$ cat config.mk
export PLATFORM = sky130hd
export DESIGN_NAME = toggle_poll_ctrl
export DESIGN_NICKNAME = d
export VERILOG_FILES = /design/src/rtl/toggle_poll_ctrl.sv
export SDC_FILE = /design/constraint.sdc
export NUM_CORES = 1
export LEC_CHECK = 0
export ABC_CLOCK_PERIOD_IN_PS = 1300
export BUFFER_PORTS_ARGS = -buffer_cell sky130_fd_sc_hd__buf_4
export CAP_MARGIN = 20
export CORE_MARGIN = 5
export CORE_UTILIZATION = 45
export DETAILED_ROUTE_END_ITERATION = 6
export HOLD_SLACK_MARGIN = 0.12
export PLACE_DENSITY = 0.85
export SLEW_MARGIN = 20
export SYNTH_ARGS = -nofsm -noshare
export SYNTH_HDL_FRONTEND = slang
export SYNTH_SLANG_ARGS = --single-unit
$ cat constraint.sdc
create_clock -name clk -period 1.3 [get_ports clk]
set_input_delay 0.065 -clock clk [delete_from_list [all_inputs] [get_ports clk]]
set_output_delay 0.065 -clock clk [all_outputs]
set_load 0.02 [all_outputs]
$ cat src/rtl/toggle_poll_ctrl.sv
module toggle_poll_ctrl #(
  parameter int AW = 16,
  parameter int DW = 8,
  parameter int MAX_POLLS = 1000,
  parameter logic [7:0] RESET_CMD = 8'hF0,
  parameter int TOG_BIT = 6,
  parameter int TMO_BIT = 5
) (
  input  logic          clk,
  input  logic          rst_n,
  input  logic          start,
  input  logic          abort,
  input  logic [AW-1:0] poll_addr,
  output logic          busy,
  output logic          done,
  output logic          pass,
  output logic          fail,
  output logic          timeout,
  output logic          bus_req,
  output logic          bus_we,
  output logic [AW-1:0] bus_addr,
  output logic [DW-1:0] bus_wdata,
  input  logic [DW-1:0] bus_rdata,
  input  logic          bus_ack
);
  localparam int PW = $clog2(MAX_POLLS + 1);
  localparam logic [PW-1:0] LAST = PW'(MAX_POLLS - 1);

  typedef enum logic [2:0] {S_IDLE, S_RD1, S_RD2, S_RC1, S_RC2, S_RST} st_t;

  st_t           st;
  logic [AW-1:0] addr_q;
  logic          first_q;
  logic [PW-1:0] polls_q;

  wire reading = (st == S_RD1) || (st == S_RD2) || (st == S_RC1) || (st == S_RC2);
  wire tog     = bus_rdata[TOG_BIT];

  always_ff @(posedge clk) begin
    if (!rst_n) begin
      st      <= S_IDLE;
      addr_q  <= '0;
      first_q <= 1'b0;
      polls_q <= '0;
      done    <= 1'b0;
      pass    <= 1'b0;
      fail    <= 1'b0;
      timeout <= 1'b0;
    end else begin
      done <= 1'b0;
      if (abort && reading) begin
        st <= S_IDLE;
      end else begin
        case (st)
          S_IDLE: if (start) begin
            addr_q  <= poll_addr;
            polls_q <= '0;
            pass    <= 1'b0;
            fail    <= 1'b0;
            timeout <= 1'b0;
            st      <= S_RD1;
          end
          S_RD1, S_RC1: if (bus_ack) begin
            first_q <= tog;
            st      <= (st == S_RD1) ? S_RD2 : S_RC2;
          end
          S_RD2: if (bus_ack) begin
            if (tog == first_q) begin
              done <= 1'b1;
              pass <= 1'b1;
              st   <= S_IDLE;
            end else if (bus_rdata[TMO_BIT]) begin
              st <= S_RC1;
            end else if (polls_q == LAST) begin
              timeout <= 1'b1;
              st      <= S_RST;
            end else begin
              polls_q <= polls_q + 1'b1;
              st      <= S_RD1;
            end
          end
          S_RC2: if (bus_ack) begin
            if (tog == first_q) begin
              done <= 1'b1;
              pass <= 1'b1;
              st   <= S_IDLE;
            end else begin
              st <= S_RST;
            end
          end
          S_RST: if (bus_ack) begin
            done <= 1'b1;
            fail <= 1'b1;
            st   <= S_IDLE;
          end
          default: st <= S_IDLE;
        endcase
      end
    end
  end

  assign busy      = (st != S_IDLE);
  assign bus_req   = busy;
  assign bus_we    = (st == S_RST);
  assign bus_addr  = addr_q;
  assign bus_wdata = bus_we ? DW'(RESET_CMD) : '0;
endmodule

==> results.toml <==
[critical_path]
arrival_ps = 1810
cp_slowest_cell = "dfxtp_4"
crit_chain = "buf_4 -> buf_6 -> nor4b_4 -> buf_6 -> clkbuf_16 -> nand2_1 -> a21oi_1"
reg2reg_slack_ps = -300
max_stage_delay_ps = 370
worstPathMaxFanout = 7
worst-setup-path-type = "reg -> reg"
cp-start-kind = "flip-flop"
required_ps = 1500
cp_common_cell = "buf_6"
endpoint_kind = "flip-flop"
reg2regPathDepth = 7

[drt]
drtPass1Iterations = 5
drt_iter0_drc = 185
avgRoutedWirePerCell_um = 20.1
postRouteAntennaNets = 0
vias = 2058
drc = 0
routed_via_density = 5.72
routed_wl_um = 7250

[timing]
finalSetupViolCount = 41
hold_viol_final = 0
final_max_slew_viol_count = 0
fmax_mhz = 624
worst_slack_ps = -303
period_needed_ps = 1600
fin_skew_ps = 7.65
whs_ps = 214
fin_crit_sh_pct = 123
rsz0062_at_grt = "true"

[finish]
final_util_pct = 85.3
drive_gt1_share_pct = 53.2
syn_to_final_growth_pct = 81.6
final_cells = 360
fin_nets = 341
final_area_um2 = 3170
antenna_cells = 0

[logic_synthesis]
synth_cell_types = 45
syn-instance-count = 210
synth_area_um2 = 1750
yosys_warnings = 0
synth_top_cell_by_area = "dfxtp_1"
synthTopCellsByArea = "dfxtp_1 (39%), nand2_1 (10%), a21oi_1 (6.6%), mux2i_1 (5.2%), buf_4 (4.7%)"
yosysSeqAreaShare_pct = 39.0
syn_avg_cell_area_um2 = 8.31
yosysTopAreaCellShare_pct = 39.0
synth-seq-cells = 34

[floorplan]
die_area_um2 = 5220
core_um2 = 3720
chipHeight_um = 72.3
start_util_pct = 47.0
ios = 60
placementRows = 22
dieWidth_um = 72.3

[status]
outcome = "finished, violations left"
failed_checks = "negative setup slack"

[cts]
path_clk_slew_ps = 70
clkLatencyLatePin_ps = 290
htree_levels = 2
cts.sink_count = 34
cts.path.max_buffers = 2
cts_tree = "yes"
cts_root_buffer = "clkbuf_8"
numCtsBuffers = 5

[grt]
grt_antenna_before_repair = 0
grt_pass1_vias = 1915
grt_max_degree = 18
track_usage_pct = 20.2
grt_overflow_total = 0
grt_pass1_wl_um = 8480

[worst_hold_path]
hold_path.class = "in -> reg"
worstHoldPathCells = 4

[flow_run]
cap_viol_max_count = 0

[placement]
numPortBuffers = 49
place_hpwl_um = 3170
placed_cells = 319
gp_congestion = 0.871
place_area_um2 = 2350

[power_and_ir_drop]
leakagePower_nw = 1.27
vdd_drop_max_v = 0.00108
power-per-cell-area_nw_per_um2 = 918
-- metal layers --
layer  global-route usage [%]  share of wire, %  up-vias
met5                        0                 0        -
met2                     35.9                51      132
met1                     23.0                37      971
met3                     5.82               7.5       37
met4                     6.89               4.7        0
li1                         -                 -      918
-- final timing paths --
kind	endpoint	from
setup / recovery	bus_addr[7]	st[1]
hold / removal	first_q	abort
setup reg to reg	bus_addr[7]	st[1]
hold reg to reg	bus_addr[11]	bus_addr[11]
-- cell usage after synthesis, drive strengths merged --
library cell / number
a2111oi: 1
a211oi: 1
a21boi: 1
a21oi: 23
a31oi: 1
and2: 4
and2b: 2
and3: 2
buf: 18
clkbuf: 1
conb: 1
dfxtp: 34
ha: 1
inv: 2
mux2: 1
mux2i: 9
nand2: 47
nand2b: 4
nand3: 1
nand3b: 2
nand4: 1
nand4b: 1
nor2: 9
nor3: 8
nor3b: 3
nor4: 2
nor4b: 3
o2111a: 1
o2111ai: 2
o21a: 2
o21ai: 7
o31ai: 1
o32ai: 1
or3: 10
or3b: 1
xnor2: 1
xor2: 1
-- layout by cell type (no fill, tap or decap), types with 2 or more instances in the layout --
cell type | Yosys | routed
dfxtp_4 | 0 | 3
nor3b_4 | 0 | 2
clkbuf_16 | 0 | 2
dlygate4sd3_1 | 0 | 19
or3_4 | 1 | 2
o21ai_1 | 1 | 3
a21oi_2 | 0 | 14
dfxtp_1 | 34 | 28
clkbuf_8 | 0 | 6
buf_12 | 0 | 2
a21oi_1 | 23 | 8
or3_1 | 9 | 8
mux2i_1 | 9 | 9
nor3_2 | 1 | 3
o21a_1 | 2 | 2
conb_1 | 1 | 4
dfxtp_2 | 0 | 3
nand2b_1 | 4 | 4
o21ai_0 | 5 | 2
nor4b_4 | 0 | 2
and2_1 | 4 | 2
nand2_1 | 47 | 36
nor3_1 | 7 | 2
and3_1 | 2 | 2
nand2_2 | 0 | 4
nand3b_1 | 2 | 2
nor2_4 | 0 | 2
buf_4 | 11 | 68
and2_4 | 0 | 2
nor3_4 | 0 | 3
o2111ai_4 | 0 | 2
buf_6 | 0 | 18
nor2_1 | 9 | 6
nand2_4 | 0 | 7
nor4_4 | 0 | 2
-- registers in the layout, indices dropped and copies added (netlist names) --
register	cells
done	1
pass	1
fail	1
first_q	1
st	3
timeout	1
bus_addr	16
polls_q	10
-- worst max-delay path, delay by kind of cell, from the launching register on --
kind	cells	cell delay, ps
buffers and inverters	4	590
DFF	1	370
and+or+nand+nor	2	370
AOI/OAI and AO/OA	1	190
-- layout make-up --
type	instances	area (µm²)
clock buffers	6	82.6
multi-input cells	158	1300
clock inverters	2	12.5
repair buffers	110	1010
fillers	188	546
well taps	48	60.1
flip-flops and latches	34	696
inverters	2	10.0
-- power breakdown --
group | leakage (nW) | switching [mW] | internal [mW]
clock network | 0.0472 | 0.418 | 0.426
logic | 0.942 | 0.490 | 0.441
registers | 0.280 | 0.0419 | 1.09
-- stage by stage --
step	total power, mW	setup TNS [ps]	setup slack, ps
4_1_cts	2.69	-2650	-163
3_5_place_dp	1.73	-5320	-241
2_1_floorplan	1.50	-1290	-159
5_1_grt	3.03	-9450	-378
6_report	2.91	-7110	-303
3_3_place_gp	1.72	-3440	-158
-- logic make-up (layout without fill, tap and decap cells) --
logic type | Yosys count | after routing | share of synthesized area (%)
other | 1 | 4 | 0.215
multiplexers | 10 | 10 | 5.81
flip-flops | 34 | 34 | 39.0
adder cells (fa/ha/maj) | 1 | 1 | 0.717
AND/OR/NAND/NOR | 100 | 100 | 30.7
buffers and inverters | 21 | 120 | 7.31
AO/OA/AOI/OAI | 41 | 41 | 14.8
XOR/XNOR | 2 | 2 | 1.43
-- what timing repair did --
action | in CTS | in global routing
setup buffers | 8 | 4
pin swaps | 12 | 14
gates resized for setup | 51 | 49
hold endpoints to repair | 21 | 0
cloned | 0 | 3
endpoints found under the setup margin | 40 | 41
hold buffers | 19 | 0
(Power assumes the default switching activity.)
